==> config.mk <==
export PLATFORM = sky130hd
export DESIGN_NAME = creg_scoreboard
export DESIGN_NICKNAME = d
export VERILOG_FILES = /design/src/rtl/creg_sb_pkg.sv /design/src/rtl/creg_sb_slots.sv /design/src/rtl/creg_sb_hazard.sv /design/src/rtl/creg_scoreboard.sv
export SDC_FILE = /design/constraint.sdc
export NUM_CORES = 1
export LEC_CHECK = 0
export BUFFER_PORTS_ARGS = -buffer_cell sky130_fd_sc_hd__buf_2
export CAP_MARGIN = 20
export CORE_AREA = 2 2 73 75
export CTS_BUF_LIST = sky130_fd_sc_hd__clkbuf_4
export DETAILED_ROUTE_END_ITERATION = 16
export DIE_AREA = 0 0 75 77
export PLACE_DENSITY = 0.69
export SLEW_MARGIN = 25
export SYNTH_ARGS = -nofsm -noshare
export SYNTH_HDL_FRONTEND = slang
export SYNTH_SLANG_ARGS = --single-unit
==> constraint.sdc <==
create_clock -name clk -period 15.1 [get_ports clk]
set_input_delay 3.02 -clock clk [delete_from_list [all_inputs] [get_ports clk]]
set_output_delay 3.02 -clock clk [all_outputs]
set_load 0.02 [all_outputs]
==> src/rtl/creg_sb_pkg.sv <==
package creg_sb_pkg;
  localparam int unsigned CSB_NREG  = 8;
  localparam int unsigned CSB_STG_W = 4;
endpackage

==> src/rtl/creg_sb_slots.sv <==
module creg_sb_slots #(
  parameter int unsigned NREG  = 8,
  parameter int unsigned IDX_W = 3
) (
  input  logic            clk,
  input  logic            rst_n,
  input  logic            set_en,
  input  logic [IDX_W-1:0] set_idx,
  input  logic            rt_valid,
  input  logic [IDX_W-1:0] rt_idx,
  input  logic            flush_valid,
  input  logic [NREG-1:0] flush_mask,
  output logic [NREG-1:0] pend_q,
  output logic [NREG-1:0] pend_eff,
  output logic [NREG-1:0] rel_mask
);
  for (genvar g = 0; g < NREG; g++) begin : g_slot
    logic rt_hit;
    logic clr;
    logic set;
    logic en;
    logic nxt;

    always_comb begin
      rt_hit      = rt_valid && (rt_idx == IDX_W'(g));
      clr         = rt_hit || (flush_valid && flush_mask[g]);
      set         = set_en && (set_idx == IDX_W'(g));
      en          = set || clr;
      nxt         = set;
      pend_eff[g] = pend_q[g] && !clr;
      rel_mask[g] = pend_q[g] && rt_hit;
    end

    always_ff @(posedge clk or negedge rst_n) begin
      if (!rst_n) begin
        pend_q[g] <= 1'b0;
      end else if (en) begin
        pend_q[g] <= nxt;
      end
    end
  end
endmodule

==> src/rtl/creg_sb_hazard.sv <==
module creg_sb_hazard #(
  parameter int unsigned NREG  = 8,
  parameter int unsigned STG_W = 4
) (
  input  logic [NREG-1:0]       rd_mask,
  input  logic [NREG*STG_W-1:0] rd_stage,
  input  logic [NREG-1:0]       pend_eff,
  output logic                  hit,
  output logic [STG_W-1:0]      min_stage
);
  always_comb begin
    hit       = 1'b0;
    min_stage = {STG_W{1'b1}};
    for (int i = 0; i < NREG; i++) begin
      if (rd_mask[i] && pend_eff[i]) begin
        hit = 1'b1;
        if (rd_stage[i*STG_W +: STG_W] < min_stage) begin
          min_stage = rd_stage[i*STG_W +: STG_W];
        end
      end
    end
  end
endmodule

==> src/rtl/creg_scoreboard.sv <==
module creg_scoreboard #(
  parameter int unsigned NREG  = creg_sb_pkg::CSB_NREG,
  parameter int unsigned STG_W = creg_sb_pkg::CSB_STG_W,
  localparam int unsigned IDX_W = (NREG > 1) ? $clog2(NREG) : 1
) (
  input  logic                  clk,
  input  logic                  rst_n,
  input  logic                  dec_valid,
  input  logic [NREG-1:0]       dec_rd_mask,
  input  logic [NREG*STG_W-1:0] dec_rd_stage,
  input  logic                  dec_wr_en,
  input  logic [IDX_W-1:0]      dec_wr_idx,
  input  logic                  rt_valid,
  input  logic [IDX_W-1:0]      rt_idx,
  input  logic                  flush_valid,
  input  logic [NREG-1:0]       flush_mask,
  output logic                  dec_stall,
  output logic                  dec_limited,
  output logic [STG_W-1:0]      dec_stop_stage,
  output logic [NREG-1:0]       rel_mask
);
  localparam logic [STG_W-1:0] STG_FREE = {STG_W{1'b1}};

  logic [NREG-1:0]  pend_q;
  logic [NREG-1:0]  pend_eff;
  logic             set_en;
  logic             haz_hit;
  logic [STG_W-1:0] haz_stage;

  creg_sb_slots #(.NREG(NREG), .IDX_W(IDX_W)) u_slots (
    .clk        (clk),
    .rst_n      (rst_n),
    .set_en     (set_en),
    .set_idx    (dec_wr_idx),
    .rt_valid   (rt_valid),
    .rt_idx     (rt_idx),
    .flush_valid(flush_valid),
    .flush_mask (flush_mask),
    .pend_q     (pend_q),
    .pend_eff   (pend_eff),
    .rel_mask   (rel_mask)
  );

  creg_sb_hazard #(.NREG(NREG), .STG_W(STG_W)) u_haz (
    .rd_mask  (dec_rd_mask),
    .rd_stage (dec_rd_stage),
    .pend_eff (pend_eff),
    .hit      (haz_hit),
    .min_stage(haz_stage)
  );

  always_comb begin
    dec_stall      = dec_valid && dec_wr_en && pend_eff[dec_wr_idx];
    set_en         = dec_valid && dec_wr_en && !dec_stall;
    dec_limited    = dec_valid && !dec_stall && haz_hit;
    dec_stop_stage = dec_limited ? haz_stage : STG_FREE;
  end
endmodule

==> results of run 1 <==
==> how the worst max path moves through the flow <==
stage	slack [ns]	startpoint	end
finish	-0.35	rt_idx[0]	dec_stop_stage[1]
global route	-0.79	rt_idx[0]	dec_stop_stage[1]
CTS	-0.004	rt_idx[2]	dec_stop_stage[1]
detailed placement	-0.31	rt_idx[2]	dec_stop_stage[2]
global placement	-0.21	rt_idx[2]	dec_stop_stage[2]
floorplan	-0.1	rt_idx[1]	dec_stop_stage[2]
==> Yosys cell counts (2+ instances only) <==
master | n | area share [%]
nor3_1 | 4 | 1.0
nor2_1 | 19 | 3.7
nand3_1 | 10 | 2.6
clkbuf_1 | 2 | 0.39
nand4_1 | 11 | 3.5
mux4_2 | 2 | 2.3
a31oi_1 | 9 | 2.9
mux2_4 | 3 | 2.3
nand2_1 | 20 | 3.8
a21boi_0 | 4 | 1.5
buf_6 | 2 | 1.2
a21o_1 | 5 | 1.9
a211o_1 | 3 | 1.3
or3_1 | 2 | 0.64
and3_1 | 2 | 0.64
nand4bb_1 | 2 | 1.2
nor2b_1 | 13 | 4.2
nand2b_1 | 7 | 2.2
nor4b_1 | 2 | 0.90
ha_1 | 22 | 14
inv_1 | 29 | 5.6
a21oi_1 | 4 | 1.0
dfrtp_1 | 8 | 10
or2_2 | 3 | 0.96
mux2i_1 | 3 | 1.5
nand4b_1 | 2 | 0.90
a31o_2 | 2 | 0.90
a211oi_1 | 3 | 1.2
a41oi_1 | 2 | 0.90
o21bai_1 | 2 | 0.77
a221oi_1 | 2 | 0.90
mux2_2 | 5 | 2.9
o211ai_1 | 2 | 0.77
o21ai_0 | 20 | 5.1
o31ai_1 | 6 | 2.3
==> metal layers <==
layer  part of all wire (%)  routed length (microns)  global-route usage (%)
met5                      0                        0                       0
met4                   0.87                       62                    4.29
met3                    4.4                      317                    1.84
met2                     52                     3690                    42.2
met1                     43                     3070                    29.8
==> logic make-up after synthesis <==
group                    share of synthesized area, %
buffers and inverters                            7.12
AND/OR/NAND/NOR                                  29.1
AO/OA/AOI/OAI                                    29.2
flip-flops                                       10.3
multiplexers                                     10.2
adder cells (fa/ha/maj)                          14.1
==> through the flow <==
stage | util (%) | total power, mW | setup WS [ns]
floorplan | - | 0.0614 | -0.0991
global placement | 56.4 | 0.0858 | -0.206
detailed placement | 56.4 | 0.0875 | -0.308
CTS | 63.0 | 0.110 | -0.00408
global route | 67.1 | 0.126 | -0.789
finish | 67.1 | 0.118 | -0.351
==> power by group through the flow <==
stage | combinational (mW) | sequential (mW) | clock, mW
after floorplan | 0.0375 | 0.0239 | 0
after global placement | 0.0619 | 0.0240 | 0
after detailed placement | 0.0635 | 0.0241 | 0
after CTS | 0.0691 | 0.0237 | 0.0169
after global routing | 0.0844 | 0.0239 | 0.0177
final | 0.0774 | 0.0237 | 0.0172
==> timing repair <==
action / CTS / global route
pin swaps: 9 / 26
setup endpoints to repair: 3 / 4
gates resized for setup: 15 / 36
buffers inserted: 32 / 7
==> critical path, delay by kind of cell <==
| kind | cells | cell delay [ns] |
|---|---|---|
| AO/OA/AOI/OAI | 13 | 3.15 |
| adder cells (fa/ha/maj) | 6 | 0.93 |
| buffers and inverters | 20 | 2.14 |
| multiplexers | 5 | 1.06 |
| AND/OR/NAND/NOR | 13 | 2.13 |
==> area by class of cell <==
class                   instances  share of cell area [%]
well taps                      70                    2.62
clock buffers                   3                   0.674
repair buffers                146                    28.6
inverters                      29                    3.48
multi-input cells             219                    58.7
flip-flops and latches          8                    5.99
==> flow_summary.ini, run 1 <==
[sta]
final_max_slew_viol_count = 0
hold_violations = 0
setup_viol = 3
finalCritPeriodShare_pct = 102
tightestPinTransition_ns = 0.724
skew_ns = 0.000243
post-route-min-period_ns = 15.45
rsz0062_at_grt = true
maxSlewHeadroom_pct = 51.0
fin_ws_ns = -0.351
setup_tns_ns = -0.838
max_freq_ghz = 0.0647
hold_slack_ns = 0.571

[clock_tree]
htreeDepth = 1
clockBufferDepth = 2
tritoncts = built
root_buffer = clkbuf_4
numClockSinks = 8
numCtsBuffers = 3
insertion_delay_ns = 0.26
hold_buffers = 0
clk_pin_slew_worst_paths_ns = 0.06

[synth]
synth_edf_count = 0
synth.avg_cell_area_sq_um = 7.50
syn_inst = 260
yosysWarnings = 0
synth_nets = 342
ys_ff_latch = 8
synth-main-ff-cell = dfrtp_1
synth-seq-area-share_pct = 10.3
syn_area_sq_um = 1950
synthArstFlopShare_pct = 100
synth_cell_type_count = 58

[detailed_routing]
num_vias = 2610
dr.pass1.iters = 6
drt_iter0_markers = 153
avgRoutedWirePerCell_microns = 15.0
post_drt_via_cell_ratio = 5.49
drtAntennaViolNets = 0
route.detailed.drc = 0
wirelength_mm = 7.14

[final_layout]
final_cell_mix = buf_4, buf_2, inv_1, nand2_1, o21ai_0
drive_gt1_share_pct = 54.1
stdcell_count = 475
reg_top3 = u_slots.pend_q x8
fill_cells = 405
layout_commonest_cell = buf_4
area_growth_pct = 71.3
largest_reg_flops = 8
multi_input_area_sq_um = 1960
final_cell_area_sq_um = 3340
regMostFlops = u_slots.pend_q
diodes = 0
regArea_sq_um = 200
finish.net_count = 489

[worst_setup_path]
rrSetupSlack_ns = 13.09
reg2regPathDepth = 7
r2r_start = u_slots.pend_q[1]
critPathMaxFanout = 5
r2r-end = u_slots.pend_q[3]
path_class = in -> out
setup.worst_path.end_class = primary output
crit_arrival_ns = 12.43
cp-start-kind = input port
critPathRequiredTime_ns = 12.08
cpMostUsedCell = buf_4
cp_slowest_cell = or4b_4
cpPeakStageDelay_ns = 0.55

[floorplanning]
rows = 26
die_w_microns = 75
fp.coreArea_sq_um = 4980
die_area_sq_um = 5780
die_h_microns = 77
num_io_pins = 74
initial_core_util_pct = 39.2

[outcome]
status = finished, violations left
violations = negative setup slack

[power]
p_sw_share_pct = 40.8
pwr-share-seq_pct = 20.1
p_int_mw = 0.0701
clkPwrFrac_pct = 14.5
p_leak_nw = 1.61
power_switching_mw = 0.0482
p_per_area_nw_per_um2 = 35.4
ir_drop_mv = 0.0351
pwr-share-comb_pct = 65.4

[placement]
globalplace.congestion = 0.918
place_inst = 434
hpwl_mm = 5.08
portBuffers = 73
place_area_sq_um = 2810

[min_path]
hp-start = u_slots.pend_q[6]
min_path_type = reg -> reg
min_path_cells = 2
hold_end = u_slots.pend_q[6]

[job]
maxCapViolations = 0

[global_route]
antenna_found_initial = 0
grt-ovfl-total = 0
grt_max_degree = 11
grt_first_pass_wirelength_mm = 11.0
grtUsageTotal_pct = 23.4
grt_pass1_vias = 2599
Note: power is estimated with default switching activity, not from simulation.
==> run 2, diff against run 1 <==
--- a/config.mk
+++ b/config.mk
@@ -12,6 +12,7 @@
 export DETAILED_ROUTE_END_ITERATION = 16
 export DIE_AREA = 0 0 75 77
 export PLACE_DENSITY = 0.69
+export SETUP_SLACK_MARGIN = 0.02
 export SLEW_MARGIN = 25
 export SYNTH_ARGS = -nofsm -noshare
 export SYNTH_HDL_FRONTEND = slang
==> run 2 against run 1 <==
The flow still finishes with violations (negative setup slack); clock power about the same; global-route usage unchanged; total power rose by 0.13%; via count increased by 0.46%; combinational power is 0.5% higher; cell count grew 0.42%; worst setup slack worse by 0.19 ns; non-clock buffer count is 2 higher; critical endpoint is now dec_stop_stage[2]; largest cell class unchanged; largest power group unchanged; highest routed layer unchanged.
==> flow_summary.ini, run 2 (synthesis gave the netlist of run 1 again) <==
[power]
p_leak_nw = 1.62
p_per_area_nw_per_um2 = 35.3
ir_drop_mv = 0.0359
total_power_mw = 0.118

[worst_setup_path]
critPathMaxFanout = 5
path_delay_family = compound AO/OA/AOI/OAI gates
cpPeakStageDelay_ns = 0.55
setup.worst_path.end_class = primary output
cp-start-kind = input port
crit_arrival_ns = 12.63
path_class = in -> out
cp_num_buf_inv = 20
critPathRequiredTime_ns = 12.08
cp_slowest_cell = or4b_4
cpMostUsedCell = buf_4

[detailed_routing]
wirelength_mm = 7.15
num_vias = 2622
post_drt_via_cell_ratio = 5.50
route.detailed.drc = 0
drtAntennaViolNets = 0
dr.pass1.iters = 7
drt_iter0_markers = 183
avgRoutedWirePerCell_microns = 15.0

[sta]
post-route-min-period_ns = 15.65
tightestPinTransition_ns = 0.735
skew_ns = 0.000831
hold_slack_ns = 0.570
max_freq_ghz = 0.0639
setup_viol = 3
rsz0062_at_grt = true
hold_violations = 0
finalCritPeriodShare_pct = 104
maxSlewHeadroom_pct = 50.2
final_max_slew_viol_count = 0
fin_ws_ns = -0.545

[clock_tree]
insertion_delay_ns = 0.26
root_buffer = clkbuf_4
numClockSinks = 8
htreeDepth = 1
numCtsBuffers = 3
clk_pin_slew_worst_paths_ns = 0.06
clockBufferDepth = 2
tritoncts = built
hold_buffers = 0

[floorplanning]
num_io_pins = 74
die_area_sq_um = 5780
die_h_microns = 77
initial_core_util_pct = 39.2
die_w_microns = 75
fp.coreArea_sq_um = 4980
rows = 26

[final_layout]
largest_reg_flops = 8
finish.net_count = 491
multi_input_area_sq_um = 1950
layout_commonest_cell = buf_4
diodes = 0
drive_gt1_share_pct = 54.1
reg_top3 = u_slots.pend_q x8
regArea_sq_um = 200
final_cell_mix = buf_4, buf_2, inv_1, nand2_1, o21ai_0
area_growth_pct = 71.8
fill_cells = 404
regMostFlops = u_slots.pend_q

[global_route]
grt-ovfl-total = 0
grtUsageTotal_pct = 23.4
grt_max_degree = 11
grt_first_pass_wirelength_mm = 11.0
use_met2_pct = 42.2
met1_usage_pct = 29.8
grt_most_used_layer = met2
antenna_found_initial = 0
met3_usage_pct = 1.84
grt_pass1_vias = 2599

[placement]
globalplace.congestion = 0.918
hpwl_mm = 5.08
portBuffers = 73

[outcome]
status = finished, violations left
violations = negative setup slack

[min_path]
min_path_type = reg -> reg

[job]
maxCapViolations = 0
==> run 2: what timing repair did <==
action / in CTS / in global routing
pin swaps: 10 / 25
buffers inserted: 32 / 9
endpoints found under the setup margin: 3 / 4
resized for setup: 16 / 34
==> run 2: per-stage QoR <==
stage	worst slack (ns)	instances	instance area (sq um)	setup TNS [ns]	utilization, %
2_1_floorplan	-0.0991	260	2120	-0.0991	-
3_3_place_gp	-0.206	434	2810	-0.304	56.4
3_5_place_dp	-0.308	434	2810	-0.531	56.4
4_1_cts	-0.00355	469	3140	-0.00355	63.1
5_1_grt	-0.939	477	3350	-2.71	67.3
6_report	-0.545	477	3350	-1.18	67.3
==> run 2: per-layer routing <==
metal  routed length (microns)  share of wire (%)
met1                      3080                 43
met2                      3650                 51
met3                       359                5.0
met4                        57               0.80
met5                         0                  0
==> run 2: worst register-to-register path, stage by stage (launching register included) <==
cell      delay, ns
dfrtp_1        0.33
a21boi_0       0.32
buf_4          0.19
nand2_1        0.07
mux4_2         0.50
mux2i_1        0.16
or3_1          0.21
o21ai_0        0.11
==> run 2: power breakdown <==
group / leakage [nW] / internal [mW] / total (mW) / switching (mW)
registers: 0.109 / 0.0229 / 0.0237 / 0.000864
logic: 1.49 / 0.0384 / 0.0778 / 0.0394
clock network: 0.0138 / 0.00913 / 0.0169 / 0.00779
==> run 2: area by class of cell <==
cell class              count  area share, %
multi-input cells         219           58.3
well taps                  70           2.61
clock buffers               3          0.672
inverters                  29           3.47
flip-flops and latches      8           5.97
repair buffers            148           28.9
==> run 2: path summary, 6_finish.rpt <==
path / start / endpoint / slack, ns / cells after the start
max: rt_idx[0] / dec_stop_stage[2] / -0.55 / 57
min: u_slots.pend_q[6] / u_slots.pend_q[6] / 0.57 / 2
max reg2reg: u_slots.pend_q[1] / u_slots.pend_q[3] / 13.10 / 7
min reg2reg: u_slots.pend_q[6] / u_slots.pend_q[6] / 0.57 / 2
max in group asynchronous: rst_n / u_slots.pend_q[1] / 12.33 / 1
min in group asynchronous: rst_n / u_slots.pend_q[6] / 2.60 / 1
